File: config.mk
export PLATFORM = sky130hd
export DESIGN_NAME = pgwalk_top
export DESIGN_NICKNAME = d
export VERILOG_FILES = /design/src/rtl/pgwalk_pkg.sv /design/src/rtl/pgwalk_addr.sv /design/src/rtl/pgwalk_perm.sv /design/src/rtl/pgwalk_tcache.sv /design/src/rtl/pgwalk_top.sv
export SDC_FILE = /design/constraint.sdc
export NUM_CORES = 1
export LEC_CHECK = 0
export BUFFER_PORTS_ARGS = -buffer_cell sky130_fd_sc_hd__buf_2
export CAP_MARGIN = 10
export CORE_UTILIZATION = 55
export CTS_BUF_LIST = sky130_fd_sc_hd__clkbuf_4
export DETAILED_ROUTE_END_ITERATION = 6
export PLACE_DENSITY = 0.94
export REMOVE_ABC_BUFFERS = 1
export SETUP_SLACK_MARGIN = 0.1
export SKIP_CTS_REPAIR_TIMING = 1
export SYNTH_ARGS = -nofsm -noshare
export SYNTH_HDL_FRONTEND = slang
export SYNTH_SLANG_ARGS = --single-unit
export TNS_END_PERCENT = 1
File: constraint.sdc
create_clock -name clk -period 3.5 [get_ports clk]
set_input_delay 0 -clock clk [delete_from_list [all_inputs] [get_ports clk]]
set_output_delay 0 -clock clk [all_outputs]
set_load 0.05 [all_outputs]
File: src/rtl/pgwalk_pkg.sv
// Shared constants and types for the page table walker.
// Assumes 4-byte table entries whose flag bits sit at fixed low positions.
package pgwalk_pkg;
    localparam int PRESENT_BIT  = 0;
    localparam int READ_BIT     = 1;
    localparam int WRITE_BIT    = 2;
    localparam int ATTR_LO      = 3;
    localparam int ATTR_HI      = 8;
    localparam int ATTR_W       = ATTR_HI - ATTR_LO + 1;
    localparam int ST_WRITE_BIT = 5;
    localparam int ST_ID_LO     = 6;

    localparam logic [1:0] CAUSE_NONE = 2'b00;
    localparam logic [1:0] CAUSE_PAGE = 2'b01;
    localparam logic [1:0] CAUSE_BUS  = 2'b10;

    typedef enum logic [2:0] {
        W_IDLE,
        W_LOOK,
        W_DIR,
        W_LEAF,
        W_DONE
    } walk_state_e;
endpackage

File: src/rtl/pgwalk_addr.sv
// Forms the byte addresses of the directory word and of the leaf word.
// Assumes each table is one page: 2^IDX_W entries of 4 bytes each.
module pgwalk_addr #(
    parameter int IDX_W = 10,
    localparam int OFF_W = IDX_W + 2,
    localparam int AW    = 3 * IDX_W + 2,
    localparam int PN_W  = AW - OFF_W
) (
    input  logic [PN_W-1:0] base_pn,
    input  logic [PN_W-1:0] tbl_pn,
    input  logic [AW-1:0]   vaddr,
    output logic [AW-1:0]   dir_addr,
    output logic [AW-1:0]   leaf_addr
);
    // Concatenate each page number with the matching index, scaled by the entry size.
    always_comb begin
        dir_addr  = {base_pn, vaddr[AW-1 -: IDX_W], 2'b00};
        leaf_addr = {tbl_pn, vaddr[OFF_W+IDX_W-1:OFF_W], 2'b00};
    end
endmodule

File: src/rtl/pgwalk_perm.sv
// Decodes one table word: present flag, access rights for the current direction, attributes.
// Assumes the caller selects which word (cached leaf or fresh read data) is examined.
module pgwalk_perm #(
    parameter int AW = 32
) (
    input  logic                       write,
    input  logic [AW-1:0]              entry,
    output logic                       present,
    output logic                       allowed,
    output logic [pgwalk_pkg::ATTR_W-1:0] attr
);
    import pgwalk_pkg::*;

    // Present bit, plus the right that matches the access direction.
    always_comb begin
        present = entry[PRESENT_BIT];
        allowed = entry[PRESENT_BIT] & (write ? entry[WRITE_BIT] : entry[READ_BIT]);
        attr    = entry[ATTR_HI:ATTR_LO];
    end
endmodule

File: src/rtl/pgwalk_tcache.sv
// Single-entry cache of the last successful leaf, tagged by directory page and virtual page.
// Assumes flush has priority over a fill in the same cycle; EN=0 builds no storage.
module pgwalk_tcache #(
    parameter int  AW    = 32,
    parameter int  TAG_W = 40,
    parameter bit  EN    = 1'b1
) (
    input  logic             clk,
    input  logic             rst_n,
    input  logic             flush,
    input  logic             fill,
    input  logic [TAG_W-1:0] fill_tag,
    input  logic [AW-1:0]    fill_leaf,
    input  logic [TAG_W-1:0] look_tag,
    output logic             hit,
    output logic [AW-1:0]    hit_leaf
);
    generate
        if (EN) begin : g_store
            logic             vld_q;
            logic [TAG_W-1:0] tag_q;
            logic [AW-1:0]    leaf_q;

            // Valid flag: cleared by reset or flush, set by a fill.
            always_ff @(posedge clk) begin
                if (!rst_n)     vld_q <= 1'b0;
                else if (flush) vld_q <= 1'b0;
                else if (fill)  vld_q <= 1'b1;
            end

            // Tag and leaf payload captured on a fill.
            always_ff @(posedge clk) begin
                if (!rst_n) begin
                    tag_q  <= '0;
                    leaf_q <= '0;
                end else if (fill && !flush) begin
                    tag_q  <= fill_tag;
                    leaf_q <= fill_leaf;
                end
            end

            assign hit      = vld_q && (tag_q == look_tag);
            assign hit_leaf = leaf_q;
        end else begin : g_none
            logic unused_in;
            assign unused_in = ^{clk, rst_n, flush, fill, fill_tag, fill_leaf, look_tag};
            assign hit       = 1'b0;
            assign hit_leaf  = '0;
        end
    endgenerate
endmodule

File: src/rtl/pgwalk_top.sv
// Two-level page table walker: one request at a time, a directory read then a leaf read,
// with a single-entry result cache in front. Assumes the memory port holds at most one
// read in flight and answers it with a one-cycle done strobe.
module pgwalk_top #(
    parameter int  IDX_W    = 10,
    parameter int  ID_W     = 5,
    parameter bit  CACHE_EN = 1'b1,
    localparam int AW       = 3 * IDX_W + 2,
    localparam int OFF_W    = IDX_W + 2,
    localparam int ST_W     = pgwalk_pkg::ST_ID_LO + ID_W
) (
    input  logic                          clk,
    input  logic                          rst_n,
    input  logic                          req_valid,
    output logic                          req_ready,
    input  logic [AW-1:0]                 req_vaddr,
    input  logic                          req_write,
    input  logic [ID_W-1:0]               req_bus_id,
    input  logic [AW-1:0]                 dir_base,
    input  logic                          cache_flush,
    output logic                          mem_rd_req,
    output logic [AW-1:0]                 mem_rd_addr,
    input  logic                          mem_rd_done,
    input  logic [AW-1:0]                 mem_rd_data,
    input  logic                          mem_rd_err,
    output logic                          rsp_valid,
    output logic                          rsp_fault,
    output logic [AW-1:0]                 rsp_paddr,
    output logic [pgwalk_pkg::ATTR_W-1:0] rsp_attr,
    output logic                          flt_valid,
    output logic [1:0]                    flt_cause,
    output logic [AW-1:0]                 flt_vaddr,
    output logic [ST_W-1:0]               flt_status
);
    import pgwalk_pkg::*;

    localparam int PN_W  = AW - OFF_W;
    localparam int TAG_W = 2 * PN_W;

    walk_state_e        st_q, st_d;
    logic [AW-1:0]      va_q;
    logic [PN_W-1:0]    base_q;
    logic [PN_W-1:0]    tbl_q;
    logic               wr_q;
    logic [ID_W-1:0]    id_q;

    logic [AW-1:0]      dir_addr, leaf_addr;
    logic [AW-1:0]      leaf_sel;
    logic               ent_present, ent_allowed;
    logic [ATTR_W-1:0]  ent_attr;
    logic               hit;
    logic [AW-1:0]      hit_leaf;
    logic [TAG_W-1:0]   look_tag;
    logic               fill;

    logic               fin;
    logic [1:0]         fin_cause;
    logic [1:0]         cause_q;
    logic [AW-1:0]      paddr_q;
    logic [ATTR_W-1:0]  attr_q;
    logic               unused_bits;

    assign unused_bits = ^mem_rd_data[OFF_W-1:ATTR_HI+1];

    pgwalk_addr #(.IDX_W(IDX_W)) u_addr (
        .base_pn   (base_q),
        .tbl_pn    (tbl_q),
        .vaddr     (va_q),
        .dir_addr  (dir_addr),
        .leaf_addr (leaf_addr)
    );

    // The cached leaf is examined during lookup; otherwise the word coming back from memory.
    assign leaf_sel = (st_q == W_LOOK) ? hit_leaf : mem_rd_data;

    pgwalk_perm #(.AW(AW)) u_perm (
        .write   (wr_q),
        .entry   (leaf_sel),
        .present (ent_present),
        .allowed (ent_allowed),
        .attr    (ent_attr)
    );

    assign look_tag = {base_q, va_q[AW-1:OFF_W]};
    assign fill     = (st_q == W_LEAF) && mem_rd_done && !mem_rd_err && ent_allowed;

    pgwalk_tcache #(.AW(AW), .TAG_W(TAG_W), .EN(CACHE_EN)) u_cache (
        .clk       (clk),
        .rst_n     (rst_n),
        .flush     (cache_flush),
        .fill      (fill),
        .fill_tag  (look_tag),
        .fill_leaf (mem_rd_data),
        .look_tag  (look_tag),
        .hit       (hit),
        .hit_leaf  (hit_leaf)
    );

    // Next state and the end-of-walk decision with its cause.
    always_comb begin
        st_d      = st_q;
        fin       = 1'b0;
        fin_cause = CAUSE_NONE;
        case (st_q)
            W_IDLE: if (req_valid) st_d = W_LOOK;
            W_LOOK: begin
                if (hit) begin
                    fin       = 1'b1;
                    fin_cause = ent_allowed ? CAUSE_NONE : CAUSE_PAGE;
                end else begin
                    st_d = W_DIR;
                end
            end
            W_DIR: begin
                if (mem_rd_done) begin
                    if (mem_rd_err) begin
                        fin       = 1'b1;
                        fin_cause = CAUSE_BUS;
                    end else if (!ent_present) begin
                        fin       = 1'b1;
                        fin_cause = CAUSE_PAGE;
                    end else begin
                        st_d = W_LEAF;
                    end
                end
            end
            W_LEAF: begin
                if (mem_rd_done) begin
                    fin = 1'b1;
                    if (mem_rd_err)        fin_cause = CAUSE_BUS;
                    else if (!ent_allowed) fin_cause = CAUSE_PAGE;
                    else                   fin_cause = CAUSE_NONE;
                end
            end
            W_DONE:  st_d = W_IDLE;
            default: st_d = W_IDLE;
        endcase
        if (fin) st_d = W_DONE;
    end

    // State register.
    always_ff @(posedge clk) begin
        if (!rst_n) st_q <= W_IDLE;
        else        st_q <= st_d;
    end

    // Request capture at acceptance; held for the whole walk and the fault report.
    always_ff @(posedge clk) begin
        if (!rst_n) begin
            va_q   <= '0;
            base_q <= '0;
            wr_q   <= 1'b0;
            id_q   <= '0;
        end else if (st_q == W_IDLE && req_valid) begin
            va_q   <= req_vaddr;
            base_q <= dir_base[AW-1:OFF_W];
            wr_q   <= req_write;
            id_q   <= req_bus_id;
        end
    end

    // Second-level table page number, taken from a present directory word.
    always_ff @(posedge clk) begin
        if (!rst_n)
            tbl_q <= '0;
        else if (st_q == W_DIR && mem_rd_done && !mem_rd_err)
            tbl_q <= mem_rd_data[AW-1:OFF_W];
    end

    // Result registers: address and attributes on success, zeros on a fault.
    always_ff @(posedge clk) begin
        if (!rst_n) begin
            cause_q <= CAUSE_NONE;
            paddr_q <= '0;
            attr_q  <= '0;
        end else if (fin) begin
            cause_q <= fin_cause;
            if (fin_cause == CAUSE_NONE) begin
                paddr_q <= {leaf_sel[AW-1:OFF_W], va_q[OFF_W-1:0]};
                attr_q  <= ent_attr;
            end else begin
                paddr_q <= '0;
                attr_q  <= '0;
            end
        end
    end

    assign req_ready   = (st_q == W_IDLE);
    assign mem_rd_req  = (st_q == W_DIR) || (st_q == W_LEAF);
    assign mem_rd_addr = (st_q == W_LEAF) ? leaf_addr : dir_addr;
    assign rsp_valid   = (st_q == W_DONE);
    assign rsp_fault   = (cause_q != CAUSE_NONE);
    assign rsp_paddr   = paddr_q;
    assign rsp_attr    = attr_q;
    assign flt_valid   = rsp_valid && rsp_fault;
    assign flt_cause   = cause_q;
    assign flt_vaddr   = va_q;
    assign flt_status  = {id_q, wr_q, {ST_WRITE_BIT{1'b0}}};
endmodule

After elaboration in Yosys (flattened, before gate mapping):

Index checks and enable logic that the tools add are counted.

* register bits: 194
* input port bits: 108
* logic and storage cells: 77

* equal/unequal tests: 16
* mux-type cells: 26
* bitwise logic cells: 3
* reduce and logical (&&, ||, !) cells: 19

Operator list (number)
* 2-to-1 mux 32 bit: 3
* equality test 40 bit: 1
* 2-to-1 mux 3 bit: 6
* case mux 3 bit (4 select lines): 1
* AND reduction 6 bit: 2
* != test 2 bit, second input constant: 5
* logical AND 1 bit: 9
* 2-to-1 mux 1 bit: 9
* != test 3 bit, second input constant: 3
* 2-to-1 mux 2 bit: 4
* equality test 3 x 2 -> 1 bit, second input constant: 2
* 2-to-1 mux 6 bit: 1
* != test 3 x 2 -> 1 bit, second input constant: 2
* case mux 2 bit (3 select lines): 1
* OR reduction 2 bit: 2
* equality test 3 x 1 -> 1 bit, second input constant: 1
* equality test 3 bit, second input constant: 1
* zero test 3 bit: 1
* case mux 1 bit (3 select lines): 1
* zero test 1 bit: 2
* zero test 2 bit: 1
* != test 2 x 1 -> 1 bit, second input constant: 1
* inverter 1 bit: 2
* nonzero test 2 bit: 1
* 2 further kinds: 2

Longest topological paths before layout:

Gate-level depths: netlist of run 1.

* depth in word-level cells: 10
* gate-level depth with buffers: 11
* gate-level depth less buffers: 6

Modules after synthesis:

From an unflattened synthesis of run 1, not the netlist that was laid out.

* cells, all modules: 997
* area, all modules: 8687.1 µm²

By module, submodules not included
* pgwalk_top: times used 1, cells each 549, area each 5023.6 µm²
* pgwalk_tcache: times used 1, cells each 374, area each 3110.5 µm²
* pgwalk_addr: times used 1, cells each 65, area each 484.2 µm²
* pgwalk_perm: times used 1, cells each 9, area each 68.8 µm²

Worst setup path after synthesis of run 1:

No wires, ideal clock.

* path kind: reg-to-output
* start: register st_q[1]
* end: output mem_rd_addr[4]
* arrival time: 2.807 ns
* required time: 3.500 ns
* setup slack: 0.693 ns
* stages on the path, launching flop included: 6
* cells stage by stage: dfxtp_1 -> nor2b_1 -> clkbuf_1 -> nand2_1 -> clkbuf_1 -> o21ai_0

* word-level cells in the longest chain between the ends: 2

Ends and longest elaborated chain
* start: declaration: line pgwalk_top.sv:40 `walk_state_e st_q, st_d;`
* start signal: assignment: line pgwalk_top.sv:144 `else st_q <= st_d;`
* equality test 3 x 2 -> 1 bit: line pgwalk_top.sv:190 `assign mem_rd_addr = (st_q == W_LEAF) ? leaf_addr : dir_addr;`
* 2-to-1 mux 32 bit: line pgwalk_top.sv:190
* end: declaration: line pgwalk_top.sv:22 `output logic [AW-1:0] mem_rd_addr,`

Every way passes these cells.

Worst setup path after layout of run 1:

* start: register st_q[1]
* end: output mem_rd_addr[24]

Same word-level chain as after synthesis.

==> results.txt, run 1 <==
area grow syn2layout - 28.5%
Main synth FF type - dfxtp_1
antenna-violating nets left - 0
setup tns final - 0 ps
final hold vios - 0
startpoint types - flip-flop
Synth Area in Simple Gates - 0.201
Yosys warning total - 0
die area - 15200 sq um
maximum vdd drop - 0.489 mV
critical path peak fanout - 19
Post-Syn Area - 8070 sq um
antenna violations before repair - 1
WHS Path Cells - 4
worst reg2reg endpoint - u_cache.g_store.tag_q[33]
multiplexer area fraction after synthesis - 0.0769
first-pass GRT wire length - 33.7 mm
Initial Utilization - 0.573
Worst Reg-to-Reg Cells - 8
I/O Buffers - 205
total power - 4.91 mW
placed instance count - 1296
R2R Path Start - st_q[0]
fin nets - 1337
share of cells above drive strength 1 - 0.242
Final period util - 0.810
DP HPWL - 14.4 mm
Final Max Tran Viols - 0
Filler cells - 962
DR iter-0 viols - 664
GRT Util Overall - 0.287
Hold WC Path Type - in2reg
DR top layer - met4
Syn Inst Count - 978
Max Clk Rate - 353 MHz
Post-synth EDFFs - 0
Met3 Routed Length - 2.13 mm
Critical Path, Cell by Cell - nor2b_1 -> nand2_2 -> buf_4 -> mux2_2 -> buf_2
met2 routed WL - 12.7 mm
Hold Path Sink - flt_vaddr[25]
core area - 14100 sq um
pwr/cell area - 473 nW/um^2
Max-cap violations - 0
RePlAce Congestion - 0.826
CTS Buffer Depth - 2
Met1 Wirelength - 9.92 mm
CP required - 3500 ps
FF/Latch Area - 3820 sq um
setup slack, reg-to-reg - 720 ps
clock sink total - 191
Inserted Clock Buffers - 17
#FFs+latches synth - 191
Avg Cell Area, Syn - 8.26 sq um
Async S/R FF share, synth - 0
Lkg Pwr - 4.22 nW
vias in the first global route - 6875
Clk Latency, worst-skew pair - 590 ps
status - completed
die height - 123 um
number of distinct library cells after synthesis - 40
Setup-failing EPs final - 0
Arrival @ worst endpoint - 2840 ps
WS Path Type - reg2out
CTS tree - done
register area share after synthesis - 0.474
num ports - 228
Die X-Extent - 123 um
# DRC - 0
Slowest-stage cell, CP - dfxtp_1
Cell Rows - 43
Rel. slew slack - 0.227
Avg WL per Cell - 18.0 um
Worst Tran Pin Value - 1150 ps
H-tree Lvls - 4
skew final - 24.9 ps
final std cells w/o fill - 1423
unrepaired setup endpoints after global routing - false
adder-cell area share of the yosys netlist - 0
CTS root buf - clkbuf_4
CP peak stage delay - 530 ps
area of the multi-input gates - 3820 sq um
hold_sp - req_vaddr[25]
Congestion Overflow GR - 0
main combinational cell family by area after synthesis - simple AND/OR/NAND/NOR gates
post-synthesis xor/xnor area fraction - 0.0336
Vias/cell - 5.72
Compound-Gate Fraction of Synth Area - 0.155
final WL - 25.6 mm
CP endpoint kind - output pin
Vias - 8137
fin crit period - 2840 ps
clk slew on worst S/H paths - 150 ps
number of iterations in the first detailed-routing pass - 5
pin count of the biggest net entering global routing - 102
==> registers in the layout, indices dropped and copies added, names as in the netlist <==
signal and count:
st_q 3, u_cache.g_store.vld_q 1, u_cache.hit_leaf 29, u_cache.g_store.tag_q 40
id_q 5, flt_cause 2, rsp_attr 6, rsp_paddr 32
base_q 20, wr_q 1, tbl_q 20, flt_vaddr 32
==> area by class of cell <==
cell class / instances / share of cell area
inverter: 7 / 0.00277
timing repair buffer: 316 / 0.202
sequential: 191 / 0.369
tap: 180 / 0.0217
antenna: 1 / 0.000241
multi-input combinational: 696 / 0.369
clock buffer: 18 / 0.0130
clock inverter: 14 / 0.0228
==> worst max path at each step <==
stage            start                       end  slack (ps)
2_1_floorplan  st_q[0]  u_cache.g_store.tag_q[0]       -1080
3_3_place_gp   st_q[0]  u_cache.g_store.tag_q[3]         750
3_5_place_dp   st_q[0]  u_cache.g_store.tag_q[1]         720
4_1_cts        st_q[1]            mem_rd_addr[7]         670
5_1_grt        st_q[1]           mem_rd_addr[24]         500
6_report       st_q[1]           mem_rd_addr[24]         660
==> power by group <==
part	internal (mW)	total (mW)	switching, mW
clock	0.720	1.49	0.767
sequential	2.26	2.35	0.0912
combinational	0.344	1.08	0.732
total	3.32	4.91	1.59
==> cells in the mapped netlist, types with 2 or more instances <==
master,instances,area [sq um]
nand2_1,300,1130
dfxtp_1,191,3820
a21oi_1,162,811
clkbuf_1,53,199
nor2_1,32,120
xnor2_1,31,272
mux2_2,30,338
a32o_1,26,260
mux2i_1,26,260
buf_4,22,165
nand3_1,15,75.1
a22o_1,13,114
buf_2,9,45.0
nand4_1,8,50.1
nand2b_1,7,43.8
nor2b_1,7,43.8
inv_1,6,22.5
nor3_1,5,25.0
nor4_1,4,25.0
buf_1,3,11.3
buf_6,3,33.8
and2_1,2,12.5
and3_1,2,12.5
nand2_2,2,12.5
o2111ai_1,2,17.5
o21ai_0,2,10.0
or2_2,2,12.5
==> cells in the final DEF (no fill, tap or decap), drive strengths merged, types with 3 or more instances in the layout <==
cell / n
o21ai: 3
dfxtp: 191
nor2b: 7
nor2: 32
nor3: 5
mux2i: 26
xnor2: 31
nand2: 302
bufinv: 6
nor4: 6
nand2b: 7
conb: 7
a21oi: 162
a32o: 26
clkbuf: 18
dlygate4sd3: 93
buf: 223
clkinv: 5
nand3: 15
nand4: 8
inv: 9
mux2: 30
a22o: 13
==> critical path: cells and delay by family (launching register included) <==
kind	cells	cell delay, ps
buffers and inverters	2	650
DFF	1	530
muxes	1	280
and+or+nand+nor	2	790
==> metrics by stage <==
step	cell area [sq um]	utilization	worst slack, ps	hold WS [ps]
finish	10400	0.736	665	180
global route	10400	0.736	501	152
CTS	9430	0.669	668	-397
detailed placement	9060	0.642	719	246
global placement	9060	0.642	749	241
floorplan	7640	-	-1080	79.3
==> layer usage <==
| layer | track usage | up-vias |
|---|---|---|
| met4 | 0.0843 | 0 |
| li1 | - | 3776 |
| met5 | 0 | - |
| met3 | 0.0789 | 84 |
| met2 | 0.484 | 453 |
| met1 | 0.358 | 3824 |
==> cells by family (layout without fill, tap and decap cells) <==
| group | Yosys count | count (layout) |
|---|---|---|
| other | 1 | 8 |
| DFF | 191 | 191 |
| buffers and inverters | 97 | 355 |
| xor gates and xnor gates | 31 | 31 |
| AOI/OAI and AO/OA | 210 | 210 |
| muxes | 57 | 57 |
| and+or+nand+nor | 391 | 391 |
No activity file was read; power rests on OpenSTA's default activity.
==> inputs of run 2 (changes only) <==
ABC_AREA = 1   (was not set)
CORE_UTILIZATION = 50   (was 55)
PLACE_DENSITY = 0.89   (was 0.94)
clock period = 2.4 ns   (was 3.5 ns; I/O delays follow)
==> results.txt, run 2 <==
status - completed
Filler cells - 1407 (+46%)
startpoint types - flip-flop
H-tree Lvls - 4 (unchanged)
GRT Util Overall - 0.255 (-0.0324)
register area share after synthesis - 0.437 (-0.0366)
Setup-failing EPs final - 0 (unchanged)
adder-cell area share of the yosys netlist - 0 (unchanged)
worst reg2reg endpoint - st_q[0]
area grow syn2layout - 27.1%
number of distinct library cells after synthesis - 27 (-33%)
share of cells above drive strength 1 - 0.171 (-0.0710)
R2R Path Start - st_q[2]
die area - 18000 sq um (+19%)
#FFs+latches synth - 191 (unchanged)
Critical Path, Cell by Cell - inv_2 -> nand3_1 -> nand2_1 -> o21ai_2 -> nand2_1 -> o211ai_1 -> nand2_2 -> nor2_4 -> inv_1 -> a21oi_1
Syn Inst Count - 1318 (+35%)
Vias/cell - 5.19 (-9.2%)
met2 routed WL - 12.7 mm (about the same)
fin crit period - 2290 ps
number of iterations in the first detailed-routing pass - 6 (+1)
DP HPWL - 14.9 mm (+3.6%)
# DRC - 0 (unchanged)
Hold WC Path Type - in2reg
WS Path Type - reg2reg
first-pass GRT wire length - 36.8 mm (+9.2%)
critical path peak fanout - 20 (+1)
I/O Buffers - 205 (unchanged)
final std cells w/o fill - 1809 (+27%)
die height - 134 um (+9.0%)
most frequent cells in the layout - nand2_1 (383), buf_2 (198), dfxtp_1 (191)
antenna violations before repair - 1 (unchanged)
Cell Rows - 48 (+12%)
num ports - 228 (unchanged)
post-synthesis xor/xnor area fraction - 0.0100 (-0.0236)
Clk Latency, worst-skew pair - 580 ps (about the same)
final WL - 26.3 mm (+2.7%)
core area - 17200 sq um (+22%)
Avg WL per Cell - 14.5 um (-19%)
Post-Syn Area - 8750 sq um (+8.4%)
antenna-violating nets left - 0 (unchanged)
CP peak stage delay - 580 ps (+50 ps)
setup slack, reg-to-reg - 110 ps (-610 ps)
Final period util - 0.954
Largest register FFs - 40 (unchanged)
main combinational cell family by area after synthesis - simple AND/OR/NAND/NOR gates
Design Area, Final - 11100 sq um (+7.2%)
Yosys top cell area share - 0.437 (-0.0366)
Die X-Extent - 134 um (+9.0%)
Rel. slew slack - 0.545 (+0.318)
Slowest-stage cell, CP - nor2_4
Synth top cells by count - nand2_1 (386), dfxtp_1 (191), nor2_1 (159)
Inserted Clock Buffers - 17 (unchanged)
Hold Path Sink - flt_cause[1]
Congestion Overflow GR - 0 (unchanged)
Max Clk Rate - 437 MHz
Post-synth EDFFs - 0 (unchanged)
pwr/cell area - 850 nW/um^2 (+79%)
Vias - 9388 (+15%)
RePlAce Congestion - 0.813 (-1.5%)
skew final - 26.2 ps (+1.28 ps)
dpl ws - 64.7 ps (-654 ps)
DR iter-0 viols - 980 (+48%)
CTS Buffer Depth - 2 (unchanged)
Synth Area in Simple Gates - 0.292 (+0.0912)
CP required - 2900 ps (-600 ps)
critical path's top delay family - simple AND/OR/NAND/NOR gates
cell with the most instances after synthesis - nand2_1
Buffers & Inverters on Critical Path - 2 (unchanged)
Lkg Pwr - 5.69 nW (+35%)
placed instance count - 1674 (+29%)
unrepaired setup endpoints after global routing - true
setup tns final - 0 ps (unchanged)
Initial Utilization - 0.509 (-0.0634)
Met3 Routed Length - 1.83 mm (-14%)
WHS Path Cells - 8 (+4)
DR top layer - met4
Yosys warning total - 0 (unchanged)
maximum vdd drop - 0.475 mV (-2.9%)
Main synth FF type - dfxtp_1
Compound-Gate Fraction of Synth Area - 0.133 (-0.0224)
synth top area cells - dfxtp_1 (44%), nand2_1 (17%), nor2_1 (6.8%), inv_1 (6.5%), o21ai_0 (6.4%)
Async S/R FF share, synth - 0 (unchanged)
Arrival @ worst endpoint - 2790 ps (-50 ps)
Most flops, register - u_cache.g_store.tag_q
fin nets - 1681 (+26%)
Worst Tran Pin Value - 680 ps (-474 ps)
Worst Reg-to-Reg Cells - 10 (+2)
Met1 Wirelength - 10.9 mm (+10%)
Max-cap violations - 0 (unchanged)
hold_sp - mem_rd_data[0]
Final WS setup - 111 ps (-554 ps)
clk slew on worst S/H paths - 150 ps (about the same)
most frequent CP cell - nand2_1
commonest non-fill, non-tap cell in the layout - nand2_1
total power - 9.45 mW (+92%)
pin count of the biggest net entering global routing - 111 (+8.8%)
vias in the first global route - 7660 (+11%)
CTS root buf - clkbuf_4
CP endpoint kind - flip-flop
Avg Cell Area, Syn - 6.64 sq um (-20%)
multiplexer area fraction after synthesis - 0 (-0.0769)
CTS tree - done
placed inst area - 9780 sq um (+8.0%)
final hold vios - 0 (unchanged)
Synth area leader - dfxtp_1
Final Max Tran Viols - 0 (unchanged)
clock sink total - 191 (unchanged)
-- run 2: how the worst max path moves through the flow --
| stage | start | end | slack (ps) | cells after the start |
|---|---|---|---|---|
| final | st_q[2] | st_q[0] | 110 | 10 |
| after CTS | st_q[1] | st_q[0] | 30 | 10 |
| after global placement | st_q[1] | st_q[0] | 170 | 10 |
| after global routing | st_q[1] | st_q[0] | -30 | 10 |
| after floorplan | st_q[0] | u_cache.g_store.tag_q[0] | -2440 | 7 |
| after detailed placement | st_q[1] | st_q[0] | 60 | 10 |
-- run 2: per-stage QoR --
step                      hold slack, ps   util
after floorplan                     78.5      -
after global placement               187  0.570
after detailed placement             191  0.570
after CTS                           -448  0.584
after global routing                87.4  0.647
final                                133  0.647
-- run 2: layer usage --
layer / vias to the layer above / GRT usage
li1: 4591 / -
met1: 4277 / 0.326
met2: 444 / 0.421
met3: 76 / 0.0552
met4: 0 / 0.0974
met5: - / 0
-- run 2: kinds of logic after synthesis --
group	count (synthesis)
AOI/OAI and AO/OA	228
xor gates and xnor gates	10
and+or+nand+nor	633
DFF	191
buffers and inverters	255
other	1
-- run 2: report_power, final --
part / switching (mW) / leakage (nW) / internal (mW)
combinational: 2.88 / 4.00 / 1.06
sequential: 0.289 / 1.55 / 3.48
clock: 1.08 / 0.135 / 0.654
total: 4.25 / 5.69 / 5.19
-- run 2: final cells by class --
| class | instances | area [sq um] | share of cell area |
|---|---|---|---|
| Sequential cell | 191 | 3820 | 0.344 |
| Antenna cell | 1 | 2.50 | 0.000225 |
| Multi-Input combinational cell | 879 | 3890 | 0.350 |
| Clock inverter | 7 | 91.3 | 0.00822 |
| Inverter | 154 | 578 | 0.0520 |
| Timing Repair Buffer | 330 | 2280 | 0.205 |
| Tap cell | 225 | 282 | 0.0253 |
| Clock buffer | 22 | 165 | 0.0149 |
-- run 2: tightest hold or removal path, stage by stage --
cell     delay [ps]
buf_2           100
nand2_1          70
o21ai_2          60
buf_4           140
nor2_1          110
nor2_1           70
nand2_1          80
nor3_1           50
==> inputs of run 3 (changes only) <==
clock period = 1.9 ns   (was 2.4 ns; I/O delays follow)
==> results.txt, run 3 (same netlist as run 2, synthesis figures left out) <==
Design Area, Final - 11900 sq um (+6.8%)
Clk Latency, worst-skew pair - 590 ps (about the same)
unrepaired setup endpoints after global routing - true
hold_sp - mem_rd_data[0]
pwr/cell area - 1070 nW/um^2 (+26%)
Vias - 9790 (+4.3%)
Lkg Pwr - 6.00 nW (+5.4%)
critical path startpoint - st_q[2]
Most flops, register - u_cache.g_store.tag_q
H-tree Lvls - 4 (unchanged)
antenna-violating nets left - 0 (unchanged)
CP required - 2430 ps (-470 ps)
startpoint types - flip-flop
CTS tree - done
share of cells above drive strength 1 - 0.222 (+0.0517)
core area - 17200 sq um (unchanged)
final WL - 29.0 mm (+10%)
fin crit period - 1970 ps (-318 ps)
Final Max Tran Viols - 0 (unchanged)
RePlAce Congestion - 0.852 (+4.7%)
Initial Utilization - 0.509 (unchanged)
fin nets - 1699 (+1.1%)
post-layout util - 0.691 (+0.0440)
Max-cap violations - 0 (unchanged)
pin count of the biggest net entering global routing - 60 (-46%)
Final WS setup - -71.4 ps (-182 ps)
CTS root buf - clkbuf_4
final hold vios - 0 (unchanged)
GRT Util Overall - 0.261 (+0.00583)
# DRC - 0 (unchanged)
Worst Tran Pin Value - 555 ps (-125 ps)
maximum vdd drop - 0.570 mV (+20%)
first-pass GRT wire length - 37.5 mm (+2.0%)
Slowest-stage cell, CP - dfxtp_2
Rel. slew slack - 0.630 (+0.0844)
clock sink total - 191 (unchanged)
status - finished, violations left
Cell Rows - 48 (unchanged)
area grow syn2layout - 35.7%
skew final - 25.6 ps (-0.573 ps)
Congestion Overflow GR - 0 (unchanged)
placed inst area - 10000 sq um (+2.4%)
Max Clk Rate - 507 MHz (+16%)
I/O Buffers - 205 (unchanged)
WHS Path Cells - 7 (-1)
WHS - 86.8 ps (-45.9 ps)
die area - 18000 sq um (unchanged)
clk slew on worst S/H paths - 150 ps (about the same)
Die X-Extent - 134 um (unchanged)
CTS Buffer Depth - 2 (unchanged)
commonest non-fill, non-tap cell in the layout - nand2_1
Avg WL per Cell - 15.9 um (+9.1%)
die height - 134 um (unchanged)
Buffers & Inverters on Critical Path - 4 (+2)
antenna violations before repair - 1 (unchanged)
Arrival @ worst endpoint - 2500 ps (-290 ps)
failing checks - negative setup slack
num ports - 228 (unchanged)
critical path depth - 12 (+2)
Inserted Clock Buffers - 17 (unchanged)
vias in the first global route - 7996 (+4.4%)
most frequent cells in the layout - nand2_1 (375), dfxtp_1 (175), buf_2 (172)
Critical Path, Cell by Cell - inv_2 -> nand2_2 -> nor2_4 -> buf_12 -> o211ai_1 -> a21boi_4 -> nand3b_4 -> buf_12 -> buf_16 -> nand2_1 -> nand2_1 -> nor2_1
number of iterations in the first detailed-routing pass - 6 (unchanged)
critical path peak fanout - 15 (-25%)
WS Path Type - reg2reg
Setup-failing EPs final - 27 (+27)
total power - 12.7 mW (+34%)
CP peak stage delay - 350 ps (-230 ps)
R2R Path Start - st_q[2]
DR iter-0 viols - 786 (-20%)
Final period util - 1.04 (+0.0837)
Vias/cell - 5.36 (+3.2%)
Largest register FFs - 40 (unchanged)
DP HPWL - 16.2 mm (+8.9%)
critical path's top delay family - simple AND/OR/NAND/NOR gates
Hold WC Path Type - in2reg
dpl ws - -164 ps (-228 ps)
CP endpoint kind - flip-flop
Worst Reg-to-Reg Cells - 12 (+2)
## run 3: changes by cell type in the layout (fill, tap and decap cells not counted), sizes merged
cell | before | now
clkbuf | 28 | 27
buf | 220 | 250
dlygate4sd3 | 104 | 91
clkinv | 2 | 5
nor2 | 162 | 161
clkinvlp | 3 | 4
## run 3: metrics by stage
stage,setup TNS (ps),cells
after floorplan,-359260,1223
after global placement,-1390,1693
after detailed placement,-2900,1693
final,-418,1828
after global routing,-11660,1828
after CTS,-9300,1723
## run 3: routing by layer
metal | vias up | track usage | routed length [um]
met2 | 562 | 0.445 | 14100
li1 | 4630 | - | -
met1 | 4455 | 0.327 | 11300
met4 | 0 | 0.108 | 1350
met3 | 143 | 0.0416 | 2240
met5 | - | 0 | 0
## run 3: worst register-to-register path, cell delays in order, from the launching register on
cell	delay, ps
dfxtp_2	350
inv_2	80
nand2_2	70
nor2_4	160
buf_12	120
o211ai_1	120
a21boi_4	260
nand3b_4	120
buf_12	170
buf_16	170
nand2_1	110
nand2_1	80
nor2_1	110
## run 3: area by class of cell
type,instances,area [sq um]
tap,225,282
multi-input combinational,878,4020
timing repair buffer,349,2880
clock buffer,19,143
clock inverter,11,120
sequential,191,3850
antenna,1,2.50
inverter,154,581
fill,1346,5300
## run 3: worst paths after layout
kind,endpoint,slack (ps)
worst max register to register,u_cache.hit_leaf[18],-70
worst max-delay path,u_cache.hit_leaf[18],-70
worst min register to register,rsp_paddr[9],460
worst min-delay path,st_q[2],90
## run 3: power breakdown
group	internal (mW)	switching [mW]
clock	0.786	1.41
combinational	1.83	3.89
sequential	4.42	0.365
total	7.04	5.66
